===== src/rtl/otg_tmr_pkg.sv =====
package otg_tmr_pkg;

    // Command derived from one control-word write
    typedef enum logic [1:0] {
        TCMD_NONE  = 2'd0,
        TCMD_START = 2'd1,
        TCMD_STOP  = 2'd2
    } tmr_cmd_e;

endpackage


===== src/rtl/otg_tmr_decode.sv =====
module otg_tmr_decode
    import otg_tmr_pkg::*;
#(
    parameter int DATA_W = 32,
    parameter int CNT_W  = 27
) (
    input  logic              wr_en_i,
    input  logic [DATA_W-1:0] wr_data_i,
    output tmr_cmd_e          cmd_o,
    output logic [CNT_W-1:0]  load_o
);
    localparam int ENA_POS = DATA_W - 1;

    always_comb begin
        load_o = wr_data_i[CNT_W-1:0];
        if (!wr_en_i) begin
            cmd_o = TCMD_NONE;
        end else if (wr_data_i[ENA_POS]) begin
            cmd_o = TCMD_START;
        end else begin
            cmd_o = TCMD_STOP;
        end
    end
endmodule


===== src/rtl/otg_tmr_counter.sv =====
module otg_tmr_counter
    import otg_tmr_pkg::*;
#(
    parameter int CNT_W = 27
) (
    input  logic             clk_i,
    input  logic             rst_ni,
    input  tmr_cmd_e         cmd_i,
    input  logic [CNT_W-1:0] load_i,
    output logic             expire_o
);
    typedef struct packed {
        logic             armed;
        logic [CNT_W-1:0] remain;
    } cnt_state_t;

    cnt_state_t st_d, st_q;

    always_comb begin
        st_d     = st_q;
        expire_o = 1'b0;
        case (cmd_i)
            TCMD_START: begin
                st_d.armed  = 1'b1;
                st_d.remain = load_i;
            end
            TCMD_STOP: begin
                st_d.armed  = 1'b0;
                st_d.remain = '0;
            end
            default: begin
                if (st_q.armed) begin
                    if (st_q.remain == '0) begin
                        st_d.armed = 1'b0;
                        expire_o   = 1'b1;
                    end else begin
                        st_d.remain = st_q.remain - 1'b1;
                    end
                end
            end
        endcase
    end

    always_ff @(posedge clk_i or negedge rst_ni) begin
        if (!rst_ni) begin
            st_q <= '0;
        end else begin
            st_q <= st_d;
        end
    end


    count_step_chk: assert property (@(posedge clk_i) disable iff (!rst_ni)
        (cmd_i == TCMD_NONE && st_q.armed && st_q.remain != '0)
        |=> (st_q.armed && st_q.remain == $past(st_q.remain) - 1'b1));


    reload_chk: assert property (@(posedge clk_i) disable iff (!rst_ni)
        (cmd_i == TCMD_START) |=> (st_q.armed && st_q.remain == $past(load_i)));


    cancel_chk: assert property (@(posedge clk_i) disable iff (!rst_ni)
        (cmd_i == TCMD_STOP) |=> !st_q.armed);
endmodule


===== src/rtl/otg_evt_timer.sv =====
module otg_evt_timer
    import otg_tmr_pkg::*;
#(
    parameter int DATA_W = 32,
    parameter int CNT_W  = 27
) (
    input  logic              clk_i,
    input  logic              rst_ni,
    input  logic              wr_en_i,
    input  logic [DATA_W-1:0] wr_data_i,
    output logic [DATA_W-1:0] rd_data_o,
    output logic              timeout_o
);
    typedef struct packed {
        logic [DATA_W-1:0] word;
        logic              pulse;
    } top_state_t;

    top_state_t st_d, st_q;
    tmr_cmd_e          cmd;
    logic [CNT_W-1:0]  load_val;
    logic              expire;

    otg_tmr_decode #(.DATA_W(DATA_W), .CNT_W(CNT_W)) u_decode (
        .wr_en_i   (wr_en_i),
        .wr_data_i (wr_data_i),
        .cmd_o     (cmd),
        .load_o    (load_val)
    );

    otg_tmr_counter #(.CNT_W(CNT_W)) u_counter (
        .clk_i    (clk_i),
        .rst_ni   (rst_ni),
        .cmd_i    (cmd),
        .load_i   (load_val),
        .expire_o (expire)
    );

    always_comb begin
        st_d       = st_q;
        st_d.pulse = expire;
        if (wr_en_i) begin
            st_d.word = wr_data_i;
        end else if (expire) begin
            st_d.word = '0;
        end
    end

    always_ff @(posedge clk_i or negedge rst_ni) begin
        if (!rst_ni) begin
            st_q <= '0;
        end else begin
            st_q <= st_d;
        end
    end

    assign rd_data_o = st_q.word;
    assign timeout_o = st_q.pulse;


    wr_readback_chk: assert property (@(posedge clk_i) disable iff (!rst_ni)
        wr_en_i |=> (rd_data_o == $past(wr_data_i)));


    clear_on_expiry_chk: assert property (@(posedge clk_i) disable iff (!rst_ni)
        timeout_o |-> (rd_data_o == '0));


    single_pulse_chk: assert property (@(posedge clk_i) disable iff (!rst_ni)
        timeout_o |=> !timeout_o);


    write_wins_chk: assert property (@(posedge clk_i) disable iff (!rst_ni)
        wr_en_i |=> !timeout_o);
endmodule


===== config.mk =====
export PLATFORM = sky130hd
export DESIGN_NAME = otg_evt_timer
export DESIGN_NICKNAME = d
export VERILOG_FILES = /design/src/rtl/otg_tmr_pkg.sv /design/src/rtl/otg_tmr_decode.sv /design/src/rtl/otg_tmr_counter.sv /design/src/rtl/otg_evt_timer.sv
export SDC_FILE = /design/constraint.sdc
export NUM_CORES = 1
export LEC_CHECK = 0
export ABC_AREA = 1
export BUFFER_PORTS_ARGS = -buffer_cell sky130_fd_sc_hd__buf_2
export CAP_MARGIN = 5
export CORE_UTILIZATION = 45
export DETAILED_ROUTE_END_ITERATION = 10
export HOLD_SLACK_MARGIN = 0.02
export PLACE_DENSITY = 0.71
export REMOVE_ABC_BUFFERS = 1
export SLEW_MARGIN = 0
export SYNTH_ARGS = -nofsm -noshare
export SYNTH_HDL_FRONTEND = slang
export SYNTH_SLANG_ARGS = --single-unit

===== constraint.sdc =====
create_clock -name clk_i -period 1.6 [get_ports clk_i]
set_input_delay 0.32 -clock clk_i [delete_from_list [all_inputs] [get_ports clk_i]]
set_output_delay 0.32 -clock clk_i [all_outputs]
set_load 0.03 [all_outputs]

==> results of run 1 <==
## power breakdown
part	leakage, nW	switching (mW)	internal [mW]
combinational	1.99	1.30	0.913
sequential	0.773	0.122	1.70
clock	0.0921	0.641	0.639
total	2.86	2.06	3.25
## flip-flops by register name, summed over array words and instances (netlist names)
name,flops
rd_data_o,32
u_counter.st_q,28
timeout_o,1
## synthesized netlist by cell type, drive strengths merged
master / number
nor3: 3
nand2: 167
o21bai: 2
clkbuf: 5
nand3: 22
o21ai: 53
buf: 10
nor2: 58
ha: 1
o31ai: 2
inv: 75
dfrtp: 61
nand4: 9
o22ai: 11
nor4: 2
a21oi: 7
## what timing repair did
item,in CTS,in global routing
buffers inserted,17,8
resized for setup,71,78
endpoints found under the setup margin,59,59
pin swaps,26,34
cloned,4,0
endpoints found under the hold margin,15,0
hold buffers,1,0
## worst max-delay path: stages, from the launching register on
cell,delay (ps)
sky130_fd_sc_hd__dfrtp_1,440
sky130_fd_sc_hd__nor2_2,170
sky130_fd_sc_hd__inv_2,60
sky130_fd_sc_hd__nor2_4,110
sky130_fd_sc_hd__nand2_2,80
sky130_fd_sc_hd__nor2_4,130
sky130_fd_sc_hd__nand2_4,80
sky130_fd_sc_hd__o21ai_4,160
sky130_fd_sc_hd__buf_6,140
sky130_fd_sc_hd__buf_12,120
sky130_fd_sc_hd__o22ai_1,90
## per-layer routing
layer  share of wire  vias up  wire length, microns  track usage
li1                -     1852                     -            -
met1            0.40     1867                  4840        0.344
met2            0.51      169                  6240        0.504
met3           0.062       35                   759       0.0660
met4           0.028        0                   339        0.150
met5               0        -                     0            0
## stage by stage
| stage | hold slack [ps] | total power, mW | util | setup WS [ps] |
|---|---|---|---|---|
| after floorplan | 24.4 | 2.71 | - | -203 |
| after global placement | 281 | 3.47 | 0.604 | -57.4 |
| after detailed placement | 293 | 3.51 | 0.604 | -125 |
| after CTS | 170 | 5.06 | 0.689 | -125 |
| after global routing | 187 | 5.57 | 0.717 | -203 |
| final | 181 | 5.31 | 0.717 | -137 |
## cell type report
| type | instances | area [sq um] | share of cell area |
|---|---|---|---|
| Tap cell | 99 | 124 | 0.0234 |
| Timing Repair Buffer | 164 | 1230 | 0.232 |
| Multi-Input combinational cell | 337 | 1950 | 0.369 |
| Clock buffer | 12 | 155 | 0.0293 |
| Clock inverter | 4 | 22.5 | 0.00426 |
| Sequential cell | 61 | 1530 | 0.289 |
| Inverter | 75 | 282 | 0.0532 |
## cell families (layout without fill, tap and decap cells)
logic type / count (synthesis) / in the layout / synth area share
and+or+nand+nor: 261 / 261 / 0.318
adders and majority gates: 1 / 1 / 0.00361
buffers and inverters: 90 / 255 / 0.112
DFF: 61 / 61 / 0.440
AOI/OAI and AO/OA: 75 / 75 / 0.127
## final timing paths
path | from | end | slack (ps) | depth (start not counted)
worst max-delay path | u_counter.st_q[6] | rd_data_o[11] | -140 | 10
worst min-delay path | wr_data_i[29] | rd_data_o[29] | 180 | 3
worst max register to register | u_counter.st_q[6] | rd_data_o[11] | -140 | 10
worst min register to register | rd_data_o[0] | rd_data_o[0] | 510 | 2
max in group asynchronous | rst_ni | u_counter.st_q[9] | 630 | 3
min in group asynchronous | rst_ni | rd_data_o[28] | 470 | 2
==> metrics.log, run 1 <==
INFO  metric end_kind = register
INFO  metric final_cell_mix = sky130_fd_sc_hd__nand2_1, sky130_fd_sc_hd__buf_4, sky130_fd_sc_hd__inv_1, sky130_fd_sc_hd__buf_2, sky130_fd_sc_hd__dfrtp_1
INFO  metric fillerInstances = 565
INFO  metric seq_area_frac_synth = 0.440
INFO  metric post_route_non_filler_standard_cell_count = 752
INFO  metric path_max_fanout = 10
INFO  metric io_buffer_count = 67
INFO  metric htreeDepth = 3
INFO  metric design.die.area = 8060 sq um
INFO  metric drt_wl_total = 12.2 mm
INFO  metric clock_tree.root_cell = sky130_fd_sc_hd__clkbuf_8
INFO  metric core_area = 7370 sq um
INFO  metric count_of_endpoints_failing_setup_in_the_final_report = 59
INFO  metric dieWidth = 89.8 microns
INFO  metric grt_antenna_before_repair = 0
INFO  metric top_achievable_clock_speed = 0.576 GHz
INFO  metric grt_setup_unrepaired = true
INFO  metric netlist.area_leader.share = 0.440
INFO  metric place.detailed.instances = 713
INFO  metric mappedNetlistArea = 3470 sq um
INFO  metric overflow = 0
INFO  metric synth.largest_area_cell = sky130_fd_sc_hd__dfrtp_1
INFO  metric crit_arrival = 1950 ps
INFO  metric wl_per_cell = 16.2 microns
INFO  metric timing.final.crit_share = 1.09
INFO  metric timing.hold.worst.class = input port to register
INFO  metric drive_above_1_share = 0.438
INFO  metric timing.critical_path.required = 1810 ps
INFO  metric timing.max_slew.rel_slack = 0.677
INFO  metric static-leakage-power = 2.86 nW
INFO  metric cap_violations = 0
INFO  metric finalSetupTns = -4960 ps
INFO  metric cts-buffers-inserted = 9
INFO  metric tritoncts = done
INFO  metric initial_core_util = 0.471
INFO  metric post_synthesis_mean_instance_area = 7.11 sq um
INFO  metric final_critical_path_setup_slack = -137 ps
INFO  metric fin_skew = 8.38 ps
INFO  metric nets = 684
INFO  metric drt_drc_violations_left = 0
INFO  metric finalInstanceArea = 5290 sq um
INFO  metric cts_buffer_depth = 2
INFO  metric total_vias_in_the_final_route = 3923
INFO  metric power-per-cell-area = 1000 nW/um^2
INFO  metric number_of_global_route_vias_before_repair = 4005
INFO  metric clock_pin_slew_of_the_registers_on_the_worst_case_setup_and_hold_paths = 70 ps
INFO  metric clkSinkCount = 61
INFO  metric timing.final.crit_period = 1740 ps
INFO  metric grt_max_degree = 25
INFO  metric post_dp_cell_area = 4450 sq um
INFO  metric grtUsageTotal = 0.294
INFO  metric failed_checks = negative setup slack
INFO  metric number_of_diodes = 0
INFO  metric viasPerCell = 5.22
INFO  metric post_synthesis_cells = 488
INFO  metric area_delta_synth_final = 52.4%
INFO  metric hpwl = 7.54 mm
INFO  metric timing_worst_slew_pin_value = 483 ps
INFO  metric hold_viol_final = 0
INFO  metric drt_pre_antenna_iters = 5
INFO  metric yosys-top-cells-area = sky130_fd_sc_hd__dfrtp_1, sky130_fd_sc_hd__nand2_1, sky130_fd_sc_hd__inv_1
INFO  metric start_kind = register
INFO  metric ys_seq_elements = 61
INFO  metric drt_first_iter_violations = 311
INFO  metric num_io_pins = 68
INFO  metric place.gp.congestion = 0.901
INFO  metric timing.final.max_slew_violations = 0
INFO  metric worstSkewPairLatency = 350 ps
INFO  metric maximum_vdd_ir_drop = 0.515 mV
INFO  metric outcome = finished with violations
INFO  metric ant_nets = 0
INFO  metric mostFrequentLayoutCell = sky130_fd_sc_hd__nand2_1
INFO  metric std_cell_rows = 31
INFO  metric fp.dieH = 89.8 microns
INFO  metric synth_cell_type_count = 27
INFO  metric first_pass_grt_wire_length = 18.6 mm
INFO  metric path_class = register to register
INFO  metric synth-warning-count = 0
Note: power is estimated with default switching activity, not from simulation.
==> inputs of run 2 (changes only) <==
ABC_CLOCK_PERIOD_IN_PS = 1600   (was unset)
CORE_UTILIZATION = 50   (was 45)
PLACE_DENSITY = 0.77   (was 0.71)
==> run 2 against run 1 <==
  * The run still ends with negative setup slack left
  * Count of clock-buffer cells in the layout is 1 lower
  * Worst hold slack gained 2.1 ps
  * Final cell count down 5.2%
  * Power grew 0.79%
  * Combinational power fell by 8%
  * Critical path depth increased by 1
  * Sequential share of layout area up 1.1 points
  * Largest power group unchanged
==> metrics.log, run 2 (synthesis results as in run 1) <==
INFO  metric design.die.area = 7280 sq um
INFO  metric nets = 667
INFO  metric ant_nets = 0
INFO  metric drt_pre_antenna_iters = 6
INFO  metric place_worst_setup_slack = -193 ps
INFO  metric largest_reg_flops = 32
INFO  metric initial_core_util = 0.531
INFO  metric ff_latch_area = 1530 sq um
INFO  metric mostFrequentLayoutCell = sky130_fd_sc_hd__nand2_1
INFO  metric crit_path_top_delay_cell = sky130_fd_sc_hd__dfrtp_1
INFO  metric postLayoutCoreUtil = 0.781
INFO  metric tritoncts = done
INFO  metric clock_tree.root_cell = sky130_fd_sc_hd__clkbuf_8
INFO  metric start_kind = register
INFO  metric fillerInstances = 453
INFO  metric drt_first_iter_violations = 362
INFO  metric outcome = finished with violations
INFO  metric grtUsageTotal = 0.316
INFO  metric end_kind = register
INFO  metric number_of_global_route_vias_before_repair = 3721
INFO  metric final_cell_mix = sky130_fd_sc_hd__nand2_1, sky130_fd_sc_hd__inv_1, sky130_fd_sc_hd__buf_2
INFO  metric num_io_pins = 68
INFO  metric io_buffer_count = 67
INFO  metric maximum_vdd_ir_drop = 0.922 mV
INFO  metric wl_per_cell = 16.0 microns
INFO  metric power-per-cell-area = 1050 nW/um^2
INFO  metric critPathMaxStageDelay = 360 ps
INFO  metric critical-path-top-delay-family = compound AO/OA/AOI/OAI gates
INFO  metric timing.hold.worst.class = input port to register
INFO  metric timing.critical_path.cells = inv_2 -> ha_4 -> nand2_4 -> nor2_4 -> buf_4 -> buf_4 -> buf_4 -> o21ai_0 -> a21oi_1 -> o21ai_0 -> o21ai_2
INFO  metric multiInputGateArea = 1900 sq um
INFO  metric timing.final.crit_share = 1.13
INFO  metric path_class = register to register
INFO  metric core_area = 6530 sq um
INFO  metric failed_checks = negative setup slack
INFO  metric timing.final.max_slew_violations = 0
INFO  metric fin_skew = 7.52 ps
INFO  metric timing_worst_slew_pin_value = 352 ps
INFO  metric globalRoute.busiestLayer = met2
INFO  metric grt_max_degree = 62
INFO  metric std_cell_rows = 29
INFO  metric timing.final.crit_period = 1800 ps
INFO  metric final_critical_path_setup_slack = -202 ps
INFO  metric cts-buffers-inserted = 9
INFO  metric viasPerCell = 5.41
INFO  metric met2_track_usage_gr = 0.533
INFO  metric place.gp.congestion = 0.920
INFO  metric dieWidth = 85.3 microns
INFO  metric grtUsageMet1 = 0.398
INFO  metric finalInstanceArea = 5100 sq um
INFO  metric finalSetupTns = -7850 ps
INFO  metric hpwl = 7.08 mm
INFO  metric combined_buffer_and_inverter_count_along_the_critical_path = 4
INFO  metric clkSinkCount = 61
INFO  metric grt_setup_unrepaired = true
INFO  metric drt_wl_total = 11.4 mm
INFO  metric worstSkewPairLatency = 340 ps
INFO  metric post_dp_cell_area = 4330 sq um
INFO  metric fp.dieH = 85.3 microns
INFO  metric top_achievable_clock_speed = 0.555 GHz
INFO  metric htreeDepth = 3
INFO  metric crit_arrival = 2020 ps
INFO  metric first_pass_grt_wire_length = 17.7 mm
INFO  metric cap_violations = 0
INFO  metric clock_pin_slew_of_the_registers_on_the_worst_case_setup_and_hold_paths = 70 ps
INFO  metric number_of_diodes = 0
INFO  metric static-leakage-power = 2.76 nW
INFO  metric drt_drc_violations_left = 0
INFO  metric count_of_endpoints_failing_setup_in_the_final_report = 60
INFO  metric grt.met3_usage = 0.0632
INFO  metric hold_viol_final = 0
INFO  metric total_vias_in_the_final_route = 3860
INFO  metric worst_path_most_repeated_cell = sky130_fd_sc_hd__buf_4
INFO  metric path_max_fanout = 3
INFO  metric overflow = 0
INFO  metric cts_buffer_depth = 2
INFO  metric drive_above_1_share = 0.407
INFO  metric grt_antenna_before_repair = 0
INFO  metric timing.critical_path.required = 1820 ps
INFO  metric area_delta_synth_final = 47.0%
INFO  metric timing.max_slew.rel_slack = 0.763
-- run 2: cell types whose count changed in the layout (fill, tap and decap cells not counted), sizes merged --
cell,previous run,this run
clkinvlp,1,0
clkbuf,12,13
buf,163,144
bufinv,0,2
-- run 2: worst min-delay path, stage by stage --
cell and delay (ps):
sky130_fd_sc_hd__buf_2 70, sky130_fd_sc_hd__nand2_1 50, sky130_fd_sc_hd__o21ai_2 50
-- run 2: final timing paths --
kind                                   start                end  slack (ps)  depth (start not counted)
setup / recovery           u_counter.st_q[0]  u_counter.st_q[4]        -200                         11
hold / removal                 wr_data_i[29]      rd_data_o[29]         180                          3
setup reg to reg           u_counter.st_q[0]  u_counter.st_q[4]        -200                         11
hold reg to reg                rd_data_o[19]      rd_data_o[19]         520                          2
max in group asynchronous             rst_ni  u_counter.st_q[4]         770                          3
min in group asynchronous             rst_ni      rd_data_o[13]         540                          3
-- run 2: cell type report --
class,instances,share of cell area
clock buffers,11,0.0258
clock inverters,5,0.0147
inverters,75,0.0552
multi-input cells,337,0.373
flip-flops and latches,61,0.300
well taps,77,0.0189
repair buffers,147,0.213
-- run 2: metal layers --
metal | share of wire | vias up
met2 | 0.48 | 189
met1 | 0.41 | 1818
met3 | 0.072 | 36
met4 | 0.036 | 0
met5 | 0 | -
li1 | - | 1817
-- run 2: metrics by stage --
step           instances  hold WS [ps]  total power, mW
2_1_floorplan        473          24.4             2.71
3_3_place_gp         681           352             3.45
3_5_place_dp         681           359             3.49
4_1_cts              712           184             5.13
5_1_grt              713           186             5.60
6_report             713           183             5.35
-- run 2: what timing repair did --
item                                    in CTS  in global routing
resized for setup                           52                 78
endpoints found under the setup margin      60                 61
gates cloned                                 3                  2
hold buffers                                 1                  0
pin swaps                                    7                 24
hold endpoints to repair                    61                  0
setup buffers                               12                  3
-- run 2: power breakdown --
group          switching [mW]  leakage (nW)  internal, mW
combinational            1.20          1.89         0.837
clock                   0.605         0.107         0.870
sequential              0.137         0.771          1.70
total                    1.94          2.76          3.41
==> inputs of run 3 (changes only) <==
CORE_UTILIZATION = 52   (was 50)
CTS_BUF_LIST = sky130_fd_sc_hd__clkbuf_8   (was unset)
PLACE_DENSITY = 0.8   (was 0.77)
==> run 3 against run 2 <==
  * The run still ends with negative setup slack left
  * First-iteration DRC count grew 78%
  * Routed wire length rose by 34%
  * Power rose by 14%
==> metrics.log, run 3 (synthesis results as in run 1) <==
INFO  metric outcome = finished with violations
INFO  metric failed_checks = negative setup slack
INFO  metric first_pass_grt_wire_length = 20.9 mm
INFO  metric grt_max_degree = 62
INFO  metric start_kind = register
INFO  metric initial_core_util = 0.543
INFO  metric post_route_non_filler_standard_cell_count = 739
INFO  metric hold_viol_final = 0
INFO  metric num_io_pins = 68
INFO  metric fp.dieH = 83.7 microns
INFO  metric place_worst_setup_slack = -170 ps
INFO  metric grt_setup_unrepaired = true
INFO  metric clock_pin_slew_of_the_registers_on_the_worst_case_setup_and_hold_paths = 80 ps
INFO  metric hold_path_startpoint = wr_data_i[29]
INFO  metric mostFrequentLayoutCell = sky130_fd_sc_hd__nand2_1
INFO  metric worst_r2r_path_depth = 11
INFO  metric fin_worst_hold_slack = 175 ps
INFO  metric htreeDepth = 3
INFO  metric fin_skew = 18.7 ps
INFO  metric hpwl = 7.46 mm
INFO  metric core_area = 6390 sq um
INFO  metric finalInstanceArea = 5510 sq um
INFO  metric power-per-cell-area = 1100 nW/um^2
INFO  metric power.share.sequential = 0.302
INFO  metric power_frac_clock = 0.296
INFO  metric power.net_switching = 2.27 mW
INFO  metric timing.hold.worst.class = input port to register
INFO  metric postLayoutCoreUtil = 0.862
INFO  metric viasPerCell = 6.13
INFO  metric worstSkewPairLatency = 360 ps
INFO  metric worst_r2r_startpoint = u_counter.st_q[4]
INFO  metric worst_r2r_endpoint = rd_data_o[7]
INFO  metric cts_buffer_depth = 2
INFO  metric number_of_diodes = 0
INFO  metric drt_first_iter_violations = 644
INFO  metric crit_arrival = 2210 ps
INFO  metric drt_pre_antenna_iters = 8
INFO  metric timing.final.max_slew_violations = 0
INFO  metric fillerInstances = 326
INFO  metric overflow = 0
INFO  metric timing.critical_path.required = 1830 ps
INFO  metric multiInputGateArea = 1960 sq um
INFO  metric hold_depth = 3
INFO  metric grtUsageTotal = 0.389
INFO  metric wl_per_cell = 20.7 microns
INFO  metric clkSinkCount = 61
INFO  metric power_switching_share = 0.374
INFO  metric intPower = 3.81 mW
INFO  metric ff_latch_area = 1530 sq um
INFO  metric static-leakage-power = 2.96 nW
INFO  metric maximum_vdd_ir_drop = 0.834 mV
INFO  metric regToRegSetupSlack = -390 ps
INFO  metric final_critical_path_setup_slack = -389 ps
INFO  metric clock_tree.root_cell = sky130_fd_sc_hd__clkbuf_8
INFO  metric largest_reg_flops = 32
INFO  metric path_max_fanout = 6
INFO  metric timing.final.crit_period = 1990 ps
INFO  metric end_kind = register
INFO  metric path_class = register to register
INFO  metric post_dp_cell_area = 4490 sq um
INFO  metric cts-buffers-inserted = 9
INFO  metric number_of_global_route_vias_before_repair = 4140
INFO  metric total_vias_in_the_final_route = 4527
INFO  metric std_cell_rows = 29
INFO  metric io_buffer_count = 67
INFO  metric final_cell_mix = sky130_fd_sc_hd__nand2_1, sky130_fd_sc_hd__buf_4, sky130_fd_sc_hd__inv_1
INFO  metric tritoncts = done
INFO  metric timing_worst_slew_pin_value = 470 ps
INFO  metric drive_above_1_share = 0.447
INFO  metric dieWidth = 83.7 microns
INFO  metric hold_end = rd_data_o[29]
INFO  metric grt_antenna_before_repair = 0
INFO  metric count_of_endpoints_failing_setup_in_the_final_report = 61
INFO  metric nets = 693
INFO  metric design.die.area = 7000 sq um
INFO  metric comb_power_share = 0.401
INFO  metric timing.max_slew.rel_slack = 0.686
INFO  metric timing.final.crit_share = 1.24
INFO  metric drt_wl_total = 15.3 mm
INFO  metric drt_drc_violations_left = 0
INFO  metric cap_violations = 0
INFO  metric place.detailed.instances = 701
INFO  metric top_achievable_clock_speed = 0.503 GHz
INFO  metric area_delta_synth_final = 58.7%
INFO  metric place.gp.congestion = 0.887
INFO  metric ant_nets = 0
-- run 3: changes by cell type in the layout (fill, tap and decap cells not counted), moves of 4 or more --
| cell | delta |
|---|---|
| sky130_fd_sc_hd__buf_4 | +18 |
| sky130_fd_sc_hd__nor2_1 | -5 |
| sky130_fd_sc_hd__nor2_2 | +5 |
| sky130_fd_sc_hd__o21ai_4 | +4 |
-- run 3: timing repair --
action | in CTS | in global routing
setup buffers | 12 | 4
gates resized for setup | 93 | 56
endpoints found under the setup margin | 59 | 61
hold endpoints to repair | 61 | 0
gates cloned | 4 | 3
hold buffers | 1 | 0
pin swaps | 8 | 21
-- run 3: layout make-up --
cell class / count / share of cell area
Inverter: 75 / 0.0511
Clock inverter: 5 / 0.0193
Sequential cell: 61 / 0.277
Multi-Input combinational cell: 337 / 0.357
Tap cell: 77 / 0.0175
Timing Repair Buffer: 173 / 0.251
Clock buffer: 11 / 0.0275
-- run 3: worst max-delay path by stage --
stage / from / endpoint / slack (ps) / cells after the start
floorplan: u_counter.st_q[0] / rd_data_o[12] / -200 / 9
global placement: u_counter.st_q[0] / u_counter.st_q[17] / -100 / 13
detailed placement: u_counter.st_q[1] / rd_data_o[7] / -170 / 10
CTS: u_counter.st_q[1] / rd_data_o[22] / -160 / 12
global route: u_counter.st_q[10] / rd_data_o[7] / -460 / 11
finish: u_counter.st_q[4] / rd_data_o[7] / -390 / 11
-- run 3: worst max-delay path, cell delays in order, from the launching register on --
cell and delay [ps]:
sky130_fd_sc_hd__dfrtp_1 460, sky130_fd_sc_hd__inv_1 130, sky130_fd_sc_hd__nand2_1 100, sky130_fd_sc_hd__nor2_4 150, sky130_fd_sc_hd__nand2_2 100, sky130_fd_sc_hd__nor2_4 160
sky130_fd_sc_hd__nand2_4 90, sky130_fd_sc_hd__o21ai_4 180, sky130_fd_sc_hd__buf_12 150, sky130_fd_sc_hd__buf_8 110, sky130_fd_sc_hd__buf_12 130, sky130_fd_sc_hd__o21ai_2 110
-- run 3: metrics by stage --
| stage | total power, mW | setup TNS (ps) |
|---|---|---|
| final | 6.08 | -16800 |
| after CTS | 5.63 | -7850 |
| after global routing | 6.25 | -21930 |
| after floorplan | 2.71 | -8960 |
| after detailed placement | 3.60 | -6420 |
| after global placement | 3.55 | -3260 |
-- run 3: power groups by stage --
stage | registers, mW | clock network (mW) | logic, mW
after floorplan | 1.98 | 0 | 0.729
after global placement | 1.82 | 0 | 1.73
after detailed placement | 1.83 | 0 | 1.77
after CTS | 1.81 | 1.77 | 2.05
after global routing | 1.84 | 1.86 | 2.54
final | 1.84 | 1.80 | 2.44
-- run 3: layer usage --
layer  share of wire  GRT usage
met4           0.092      0.217
met5               0          0
met2            0.46      0.667
met3            0.12     0.0841
met1            0.33      0.450
